File: config.mk
export PLATFORM = sky130hd
export DESIGN_NAME = smt_issue_top
export DESIGN_NICKNAME = d
export VERILOG_FILES = /design/src/rtl/smt_issue_pkg.sv /design/src/rtl/thread_fifo.sv /design/src/rtl/issue_arbiter.sv /design/src/rtl/thread_state.sv /design/src/rtl/smt_issue_top.sv
export SDC_FILE = /design/constraint.sdc
export NUM_CORES = 1
export LEC_CHECK = 0
export BUFFER_PORTS_ARGS = -buffer_cell sky130_fd_sc_hd__buf_2
export CAP_MARGIN = 30
export CELL_PAD_IN_SITES_DETAIL_PLACEMENT = 1
export CELL_PAD_IN_SITES_GLOBAL_PLACEMENT = 2
export CORE_MARGIN = 2
export CORE_UTILIZATION = 48
export CTS_CLUSTER_SIZE = 20
export DETAILED_ROUTE_END_ITERATION = 6
export GPL_ROUTABILITY_DRIVEN = 0
export GPL_TIMING_DRIVEN = 1
export PLACE_DENSITY = 0.88
export SYNTH_ARGS = -nofsm -noshare
export SYNTH_HDL_FRONTEND = slang
export SYNTH_SLANG_ARGS = --single-unit
export TNS_END_PERCENT = 5
File: constraint.sdc
create_clock -name clk -period 7 [get_ports clk]
set_input_delay 0.35 -clock clk [delete_from_list [all_inputs] [get_ports clk]]
set_output_delay 0.35 -clock clk [all_outputs]
set_load 0.03 [all_outputs]
File: src/rtl/smt_issue_pkg.sv
package smt_issue_pkg;

    localparam int NUM_THREADS = 2;
    localparam int NUM_UNITS   = 3;
    localparam int DATA_W      = 8;
    localparam int REG_AW      = 2;

    typedef enum logic [1:0] {
        UC_ALU  = 2'd0,
        UC_FPU  = 2'd1,
        UC_LSU  = 2'd2,
        UC_RSVD = 2'd3
    } unit_class_e;

    typedef struct packed {
        unit_class_e          unit;
        logic [REG_AW-1:0]    dest;
        logic [DATA_W-1:0]    data;
    } instr_t;

    // Class code to one-hot unit select; the reserved code routes to the ALU.
    function automatic logic [NUM_UNITS-1:0] unit_onehot(unit_class_e uc);
        case (uc)
            UC_FPU:  return 3'b010;
            UC_LSU:  return 3'b100;
            default: return 3'b001;
        endcase
    endfunction

endpackage

File: src/rtl/thread_fifo.sv
module thread_fifo
    import smt_issue_pkg::*;
#(
    parameter int DEPTH = 4
) (
    input  logic   clk,
    input  logic   rst,
    input  logic   push,
    input  instr_t push_instr,
    input  logic   pop,
    output logic   full,
    output logic   head_valid,
    output instr_t head
);
    localparam int PTR_W = (DEPTH > 1) ? $clog2(DEPTH) : 1;
    localparam int CNT_W = $clog2(DEPTH + 1);

    instr_t            mem [DEPTH];
    logic [PTR_W-1:0]  wr_ptr, rd_ptr;
    logic [CNT_W-1:0]  count;
    logic              do_push, do_pop;

    assign full       = (count == CNT_W'(DEPTH));
    assign head_valid = (count != '0);
    assign head       = mem[rd_ptr];
    assign do_push    = push && !full;
    assign do_pop     = pop && head_valid;

    function automatic logic [PTR_W-1:0] next_ptr(logic [PTR_W-1:0] p);
        return (p == PTR_W'(DEPTH - 1)) ? '0 : p + 1'b1;
    endfunction

    always_ff @(posedge clk) begin
        if (rst) begin
            wr_ptr <= '0;
            rd_ptr <= '0;
            count  <= '0;
        end else begin
            if (do_push) begin
                mem[wr_ptr] <= push_instr;
                wr_ptr      <= next_ptr(wr_ptr);
            end
            if (do_pop)
                rd_ptr <= next_ptr(rd_ptr);
            case ({do_push, do_pop})
                2'b10:   count <= count + 1'b1;
                2'b01:   count <= count - 1'b1;
                default: count <= count;
            endcase
        end
    end

    p_no_overflow_r1: assert property (@(posedge clk) disable iff (rst)
        count <= CNT_W'(DEPTH));

    p_full_ignores_push_r1: assert property (@(posedge clk) disable iff (rst)
        (full && push && !pop) |=> (count == CNT_W'(DEPTH)) && $stable(wr_ptr));

endmodule

File: src/rtl/issue_arbiter.sv
module issue_arbiter
    import smt_issue_pkg::*;
(
    input  logic                    clk,
    input  logic                    rst,
    input  logic [NUM_THREADS-1:0]  head_valid,
    input  unit_class_e             head_unit [NUM_THREADS],
    input  logic [NUM_UNITS-1:0]    unit_busy,
    output logic [NUM_THREADS-1:0]  grant,
    output logic                    iss_valid,
    output logic                    iss_tid
);
    logic [NUM_THREADS-1:0] can;
    logic                   prio;

    for (genvar t = 0; t < NUM_THREADS; t++) begin : g_can
        assign can[t] = !rst && head_valid[t]
                        && ((unit_onehot(head_unit[t]) & unit_busy) == '0);
    end

    always_comb begin
        iss_valid = |can;
        if (can == 2'b11)
            iss_tid = prio;
        else
            iss_tid = can[1];
        grant = '0;
        if (iss_valid)
            grant[iss_tid] = 1'b1;
    end

    always_ff @(posedge clk) begin
        if (rst)
            prio <= 1'b0;
        else if (iss_valid)
            prio <= ~iss_tid;
    end

    p_alternate_r2: assert property (@(posedge clk) disable iff (rst)
        (iss_valid && can == 2'b11 && $past(iss_valid) && !$past(rst))
            |-> (iss_tid != $past(iss_tid)));

    p_skip_stalled_r3: assert property (@(posedge clk) disable iff (rst)
        iss_valid |-> can[iss_tid]);

    p_hold_prio_r4: assert property (@(posedge clk) disable iff (rst)
        !iss_valid |=> $stable(prio));

    p_grant_single_r6: assert property (@(posedge clk) disable iff (rst)
        $onehot0(grant));

endmodule

File: src/rtl/thread_state.sv
module thread_state
    import smt_issue_pkg::*;
#(
    parameter int PC_W = 8
) (
    input  logic               clk,
    input  logic               rst,
    input  logic               we,
    input  logic [REG_AW-1:0]  waddr,
    input  logic [DATA_W-1:0]  wdata,
    input  logic [REG_AW-1:0]  raddr,
    output logic [DATA_W-1:0]  rdata,
    output logic [PC_W-1:0]    pc
);
    localparam int NREG = 1 << REG_AW;

    logic [DATA_W-1:0] regs [NREG];

    assign rdata = regs[raddr];

    always_ff @(posedge clk) begin
        if (rst) begin
            pc <= '0;
            for (int i = 0; i < NREG; i++)
                regs[i] <= '0;
        end else if (we) begin
            pc          <= pc + 1'b1;
            regs[waddr] <= wdata;
        end
    end

    p_pc_step_r7: assert property (@(posedge clk) disable iff (rst)
        we |=> (pc == $past(pc) + 1'b1));

    p_pc_hold_r7: assert property (@(posedge clk) disable iff (rst)
        !we |=> $stable(pc));

endmodule

File: src/rtl/smt_issue_top.sv
module smt_issue_top
    import smt_issue_pkg::*;
#(
    parameter int DEPTH = 4,
    parameter int PC_W  = 8
) (
    input  logic               clk,
    input  logic               rst,
    input  logic               enq_valid,
    input  logic               enq_tid,
    input  logic [1:0]         enq_unit,
    input  logic [REG_AW-1:0]  enq_dest,
    input  logic [DATA_W-1:0]  enq_data,
    output logic [1:0]         q_full,
    input  logic [2:0]         unit_busy,
    output logic               iss_valid,
    output logic               iss_tid,
    output logic [2:0]         iss_unit,
    output logic [REG_AW-1:0]  iss_dest,
    output logic [DATA_W-1:0]  iss_data,
    input  logic               rd_tid,
    input  logic [REG_AW-1:0]  rd_addr,
    output logic [DATA_W-1:0]  rd_data,
    output logic [PC_W-1:0]    pc_t0,
    output logic [PC_W-1:0]    pc_t1
);
    instr_t                  enq_instr;
    instr_t                  head      [NUM_THREADS];
    unit_class_e             head_unit [NUM_THREADS];
    logic [NUM_THREADS-1:0]  head_valid;
    logic [NUM_THREADS-1:0]  grant;
    logic [DATA_W-1:0]       rdata_t   [NUM_THREADS];
    logic [PC_W-1:0]         pc_t      [NUM_THREADS];
    instr_t                  sel;

    assign enq_instr = '{unit: unit_class_e'(enq_unit), dest: enq_dest, data: enq_data};

    for (genvar t = 0; t < NUM_THREADS; t++) begin : g_thread
        thread_fifo #(.DEPTH(DEPTH)) u_fifo (
            .clk        (clk),
            .rst        (rst),
            .push       (enq_valid && (enq_tid == t[0])),
            .push_instr (enq_instr),
            .pop        (grant[t]),
            .full       (q_full[t]),
            .head_valid (head_valid[t]),
            .head       (head[t])
        );

        assign head_unit[t] = head[t].unit;

        thread_state #(.PC_W(PC_W)) u_state (
            .clk   (clk),
            .rst   (rst),
            .we    (grant[t]),
            .waddr (head[t].dest),
            .wdata (head[t].data),
            .raddr (rd_addr),
            .rdata (rdata_t[t]),
            .pc    (pc_t[t])
        );
    end

    issue_arbiter u_arb (
        .clk        (clk),
        .rst        (rst),
        .head_valid (head_valid),
        .head_unit  (head_unit),
        .unit_busy  (unit_busy),
        .grant      (grant),
        .iss_valid  (iss_valid),
        .iss_tid    (iss_tid)
    );

    assign sel      = head[iss_tid];
    assign iss_unit = iss_valid ? unit_onehot(sel.unit) : '0;
    assign iss_dest = sel.dest;
    assign iss_data = sel.data;
    assign rd_data  = rdata_t[rd_tid];
    assign pc_t0    = pc_t[0];
    assign pc_t1    = pc_t[1];

    p_route_onehot_r5: assert property (@(posedge clk) disable iff (rst)
        iss_valid |-> ($countones(iss_unit) == 1 && (iss_unit & unit_busy) == '0));

    p_quiet_idle_r4: assert property (@(posedge clk) disable iff (rst)
        !iss_valid |-> (iss_unit == '0));

endmodule

# == After elaboration in Yosys (flattened, before gate mapping) ==
# Memories as Yosys holds them, arrays and structs flattened. A register that Yosys moved wholly into a read port is not among the register bits.
# Index checks and enable logic that the tools add are counted.
# word_totals
reg_bits,31
word_cells,117
ramBits,160
mem_count,4
# memory_table
memory,depth,width,rd,rd_clocked_by_memory_dff,write_ports,line_no,text
g_thread[0].u_fifo.mem,4,12,1,1,1,thread_fifo.sv:18,instr_t mem [DEPTH];
g_thread[1].u_fifo.mem,4,12,1,1,1,thread_fifo.sv:18,
g_thread[0].u_state.regs,4,8,1,0,4,thread_state.sv:17,logic [DATA_W-1:0] regs [NREG];
g_thread[1].u_state.regs,4,8,1,0,4,thread_state.sv:17,
# classes
magnitude_cmp,4
eq_ne,17
reduce_logical,23
mux,44
addsub,10
n_bitwise,6
# op_table
cell,n
$mux 8,5
$mux 12,3
$pmux 3 s2,5
$mux 2,11
$eq 2x2->1 const B,10
$mux 1,18
$add 8x1->8 const B,2
$reduce_or 8->1,2
$logic_and 1x1->1,11
$eq 2x1->1 const B,5
$add 2x1->2 const B,4
$add 3x1->3 const B,2
$and 3x3->3,2
$eq 3x3->1 const B,2
$logic_not 3->1,2
$reduce_bool 3->1,2
$sub 3x1->3 const B,2
$ge 2x2->1 const B,2
$not 1->2,2
$reduce_bool 2->1,2
$logic_not 1->1,3
$mux 3,1
$lt 1x2->1 const B,1
$not 1->1,2
3 further kinds,3

# == Depth between registers and ports, before layout ==
# logic_depth
ltp_word,17
ltp_mapped,15

# == Hierarchy ==
# Synthesis repeated with hierarchy kept, for this count alone.
# hier_totals
hier_cells,524
hier_area_um2,8468.1
# modules_own_cells
module,area_each_um2,seq_area_each_um2,instances,cells_per_inst
thread_fifo,2217.1,1621.6,2,116
thread_state,1775.5,1121.1,2,120
smt_issue_top,317.8,0.0,1,31
issue_arbiter,165.2,20.0,1,21

# == Worst setup path after synthesis ==
# No wires, ideal clock.
# synth_timing
path_kind,register -> register
startpoint,reg with a tool-made name
endpoint,reg g_thread[0].u_fifo.count[2]
stages_incl_launch_ff,15
setup_ns,0.070
period_less_slack_ns,3.739
n_path_buf,2
slack_ns,3.261
arrival_time_ns,3.669
cell_sequence,dfxtp_1 buf_2 mux4_2 inv_1 ha_1 a22oi_1 nand3_1 buf_2 nor2_1 ha_1 inv_1 fa_1 xor2_1 or3_1 a21oi_1
# synth_lines
item,line_no,text
end signal: assignment,thread_fifo.sv:46,2'b10: count <= count + 1'b1;
end signal: assignment,thread_fifo.sv:47,2'b01: count <= count - 1'b1;
end signal: assignment,thread_fifo.sv:48,default: count <= count;
end: declaration,thread_fifo.sv:20,logic [CNT_W-1:0] count;

==> flow_summary_export.csv <==
group,metric,value,unit
timing,tightest_slew,0.815,ns
timing,slew_headroom,45.6,%
outcome,status,"complete, no violations",
timing,fin_tns_setup,0,ns
global_route,grt_pass1_vias,5212,
power_and_ir_drop,irDropWorstVdd,0.177,mV
routing,vias,4844,
yosys,syn_nets,589,
critical_path,critPathKind,"flip-flop to flip-flop",
cells_and_area,diodes,0,
global_route,grt_max_degree,38,
routing,postRouteAntennaNets,0,
critical_path,ff2ff_setup_slack,2.45,ns
routing,drt_iter0_markers,355,
place,dpl.hpwl,13400,um
critical_path,worstPathCellList,"mux4_2 -> inv_1 -> ha_1 -> a22oi_1 -> nand3_1 -> nor2_1 -> ha_1 -> inv_1 -> fa_1 -> xor2_1 -> or3_1 -> a21oi_1",
timing,layout_worst_path_cycle_share,65.0,%
power_and_ir_drop,power.leakage,3.47,nW
cts,cts_root_buf,"clkbuf_16",
floorplanning,die_h,137,um
floorplanning,rows,48,
cells_and_area,final_core_util,55.3,%
cts,numCtsBuffers,17,
routing,wl_per_cell,22.8,um
cts,clk_pin_slew,0.08,ns
yosys,synth_cell_types,48,
power_and_ir_drop,finalPower,0.00263,W
power_and_ir_drop,p_per_area,274,nW/um^2
hold_path,hold_path_class,"input port to flip-flop",
hold_path,hp-start,"enq_unit[0]",
floorplanning,initial_core_util,49.2,%
critical_path,crit_arrival,4.91,ns
timing,rsz0062_at_grt,"no",
hold_path,hold-path-endpoint,"g_thread[1].u_fifo.mem[1][10]",
timing,fin_crit,4.55,ns
yosys,synth-main-ff-cell,"edfxtp_1",
cts,cts_setup_buffers,0,
critical_path,critPathCaptureType,"flip-flop",
timing,skew,0.0102,ns
critical_path,crit_fanout,16,
cts,clock_latency,0.44,ns
yosys,synth-edff-count,160,
cts,htreeDepth,4,
place,pre_cts_ws,2.44,ns
yosys,yosysWarningCount,0,
routing,vias_per_cell,5.77,
timing,max_freq,0.220,GHz
cells_and_area,final_cells,839,
yosys,synth_seq_cells,195,
place,place_inst,806,
floorplanning,die_w,137,um
cts,cts_hold_buf,0,
global_route,antenna_found_initial,0,
timing,fin_ws,2.45,ns
timing,setup_violations,0,
yosys,netlist_instances,545,
yosys,synth-async-reset-ratio,0,%
global_route,grt.total_usage,21.9,%
timing,drv_slew,0,
cells_and_area,drive_gt1_share,27.4,%
floorplanning,core,17400,um^2
global_route,grt_pass1_wl,30000,um
routing,route.detailed.drc,0,
timing,hold_viol_final,0,
cts,cts_max_path_buffers,2,
global_route,overflow,0,
cts,cts_resized,0,
place,portBuffers,62,
critical_path,ff2ff_path_depth,12,
yosys,syn_area,8540,um^2
run,cap_violations,0,
critical_path,start_kind,"flip-flop",
critical_path,slowest_stage,"dfxtp_1",
floorplanning,ios,63,
hold_path,hold_depth,1,
critical_path,r2r-end,"g_thread[0].u_fifo.count[2]",
cts,tritoncts,"yes",
yosys,syn_area_per_cell,15.7,um^2
yosys,synth-seq-area-share,64.4,%
routing,drt-total-wl,19100,um
cells_and_area,layout.nets,645,
routing,firstDrtPassIters,4,
cells_and_area,syn_to_final_growth,12.4,%
cells_and_area,n_fill_cell,1654,
critical_path,required,7.36,ns
cts,clock-sinks,195,
floorplanning,dieArea,18900,um^2
critical_path,slowest_delay,0.85,ns
-- cells in the mapped netlist, types with 2 or more instances --
master / number / area, um^2
mux2i_1: 9 / 90.1
clkbuf_1: 13 / 48.8
inv_1: 18 / 67.6
a21oi_1: 20 / 100
a31o_2: 2 / 17.5
and3_1: 24 / 150
nor3b_1: 3 / 22.5
ha_1: 20 / 250
o41ai_1: 2 / 17.5
edfxtp_1: 160 / 4800
xor2_1: 4 / 35.0
or4_1: 8 / 60.1
o21ai_0: 16 / 80.1
nor2b_1: 2 / 12.5
nor2_1: 12 / 45.0
nand2_1: 11 / 41.3
fa_1: 2 / 40.0
nand3_1: 13 / 65.1
mux2_2: 13 / 146
and2_1: 55 / 344
dfxtp_1: 35 / 701
o311ai_0: 3 / 26.3
nor4_1: 2 / 12.5
or2_2: 6 / 37.5
nand4_1: 3 / 18.8
mux4_2: 40 / 901
or3_1: 5 / 31.3
nand2b_1: 8 / 50.1
o31ai_1: 4 / 30.0
buf_2: 10 / 50.1
buf_4: 2 / 15.0
buf_1: 2 / 7.51
nor4b_2: 3 / 45.0
-- metal layers --
| layer | share of wire (%) | track usage [%] |
|---|---|---|
| met2 | 52 | 37.1 |
| met1 | 42 | 27.9 |
| met4 | 2.1 | 8.13 |
| met3 | 3.5 | 4.38 |
| met5 | 0 | 0 |
-- critical path: cells and delay by family (launching register included) --
kind	cells	cell delay [ns]
muxes	1	0.63
xor gates and xnor gates	1	0.17
AOI/OAI and AO/OA	2	0.47
adders and majority gates	3	0.88
DFF	1	0.85
and+or+nand+nor	3	1.29
buffers and inverters	2	0.17
-- report_power, final --
part	switching (W)	leakage, nW	internal, W
sequential	0.0000367	1.81	0.00130
clock	0.000468	0.271	0.000474
combinational	0.000223	1.39	0.000128
-- registers in the layout, indices dropped and copies added (netlist names), named ones only --
signal and count:
g_thread.u_fifo.count 6, g_thread.u_fifo.mem 96, g_thread.u_fifo.rd_ptr 4, g_thread.u_fifo.wr_ptr 4, g_thread.u_state.pc 16, g_thread.u_state.regs 64, u_arb.prio 1
-- cells in the final DEF, fill, tap and decap left out, types with 13 or more instances in the layout --
master	count
inv_1	18
and3_1	24
mux2_2	13
a21oi_1	20
o21ai_0	16
ha_1	20
clkbuf_16	17
and2_1	55
nand3_1	13
mux4_2	40
edfxtp_1	160
dfxtp_1	35
buf_2	62
-- cell families after synthesis --
| group | Yosys count | share of synthesized area, % |
|---|---|---|
| buffers and inverters | 46 | 2.34 |
| flip-flops | 195 | 64.4 |
| AO/OA/AOI/OAI | 53 | 3.93 |
| XOR/XNOR | 4 | 0.410 |
| multiplexers | 62 | 13.3 |
| adder cells (fa/ha/maj) | 22 | 3.40 |
| AND/OR/NAND/NOR | 163 | 12.2 |
-- final cells by class --
class	count	area [um^2]	area share, %
sequential	195	5510	57.3
multi-input combinational	304	2850	29.6
clock buffer	18	429	4.47
timing repair buffer	65	340	3.54
tap	225	282	2.93
clock inverter	14	135	1.41
inverter	18	67.6	0.703
-- per-stage QoR --
stage	hold slack [ns]	area, um^2
global placement	0.465	9030
global route	0.204	9610
finish	0.202	9610
CTS	0.195	9590
floorplan	0.449	8540
detailed placement	0.474	9030
-- worst max-delay path by stage --
stage                             endpoint  cells after the start
2_1_floorplan  g_thread[0].u_fifo.count[2]                     14
3_3_place_gp   g_thread[0].u_fifo.count[2]                     12
3_5_place_dp   g_thread[0].u_fifo.count[2]                     12
4_1_cts                        iss_unit[0]                     11
5_1_grt        g_thread[0].u_fifo.count[2]                     12
6_report       g_thread[0].u_fifo.count[2]                     12
(Power assumes the default switching activity.)
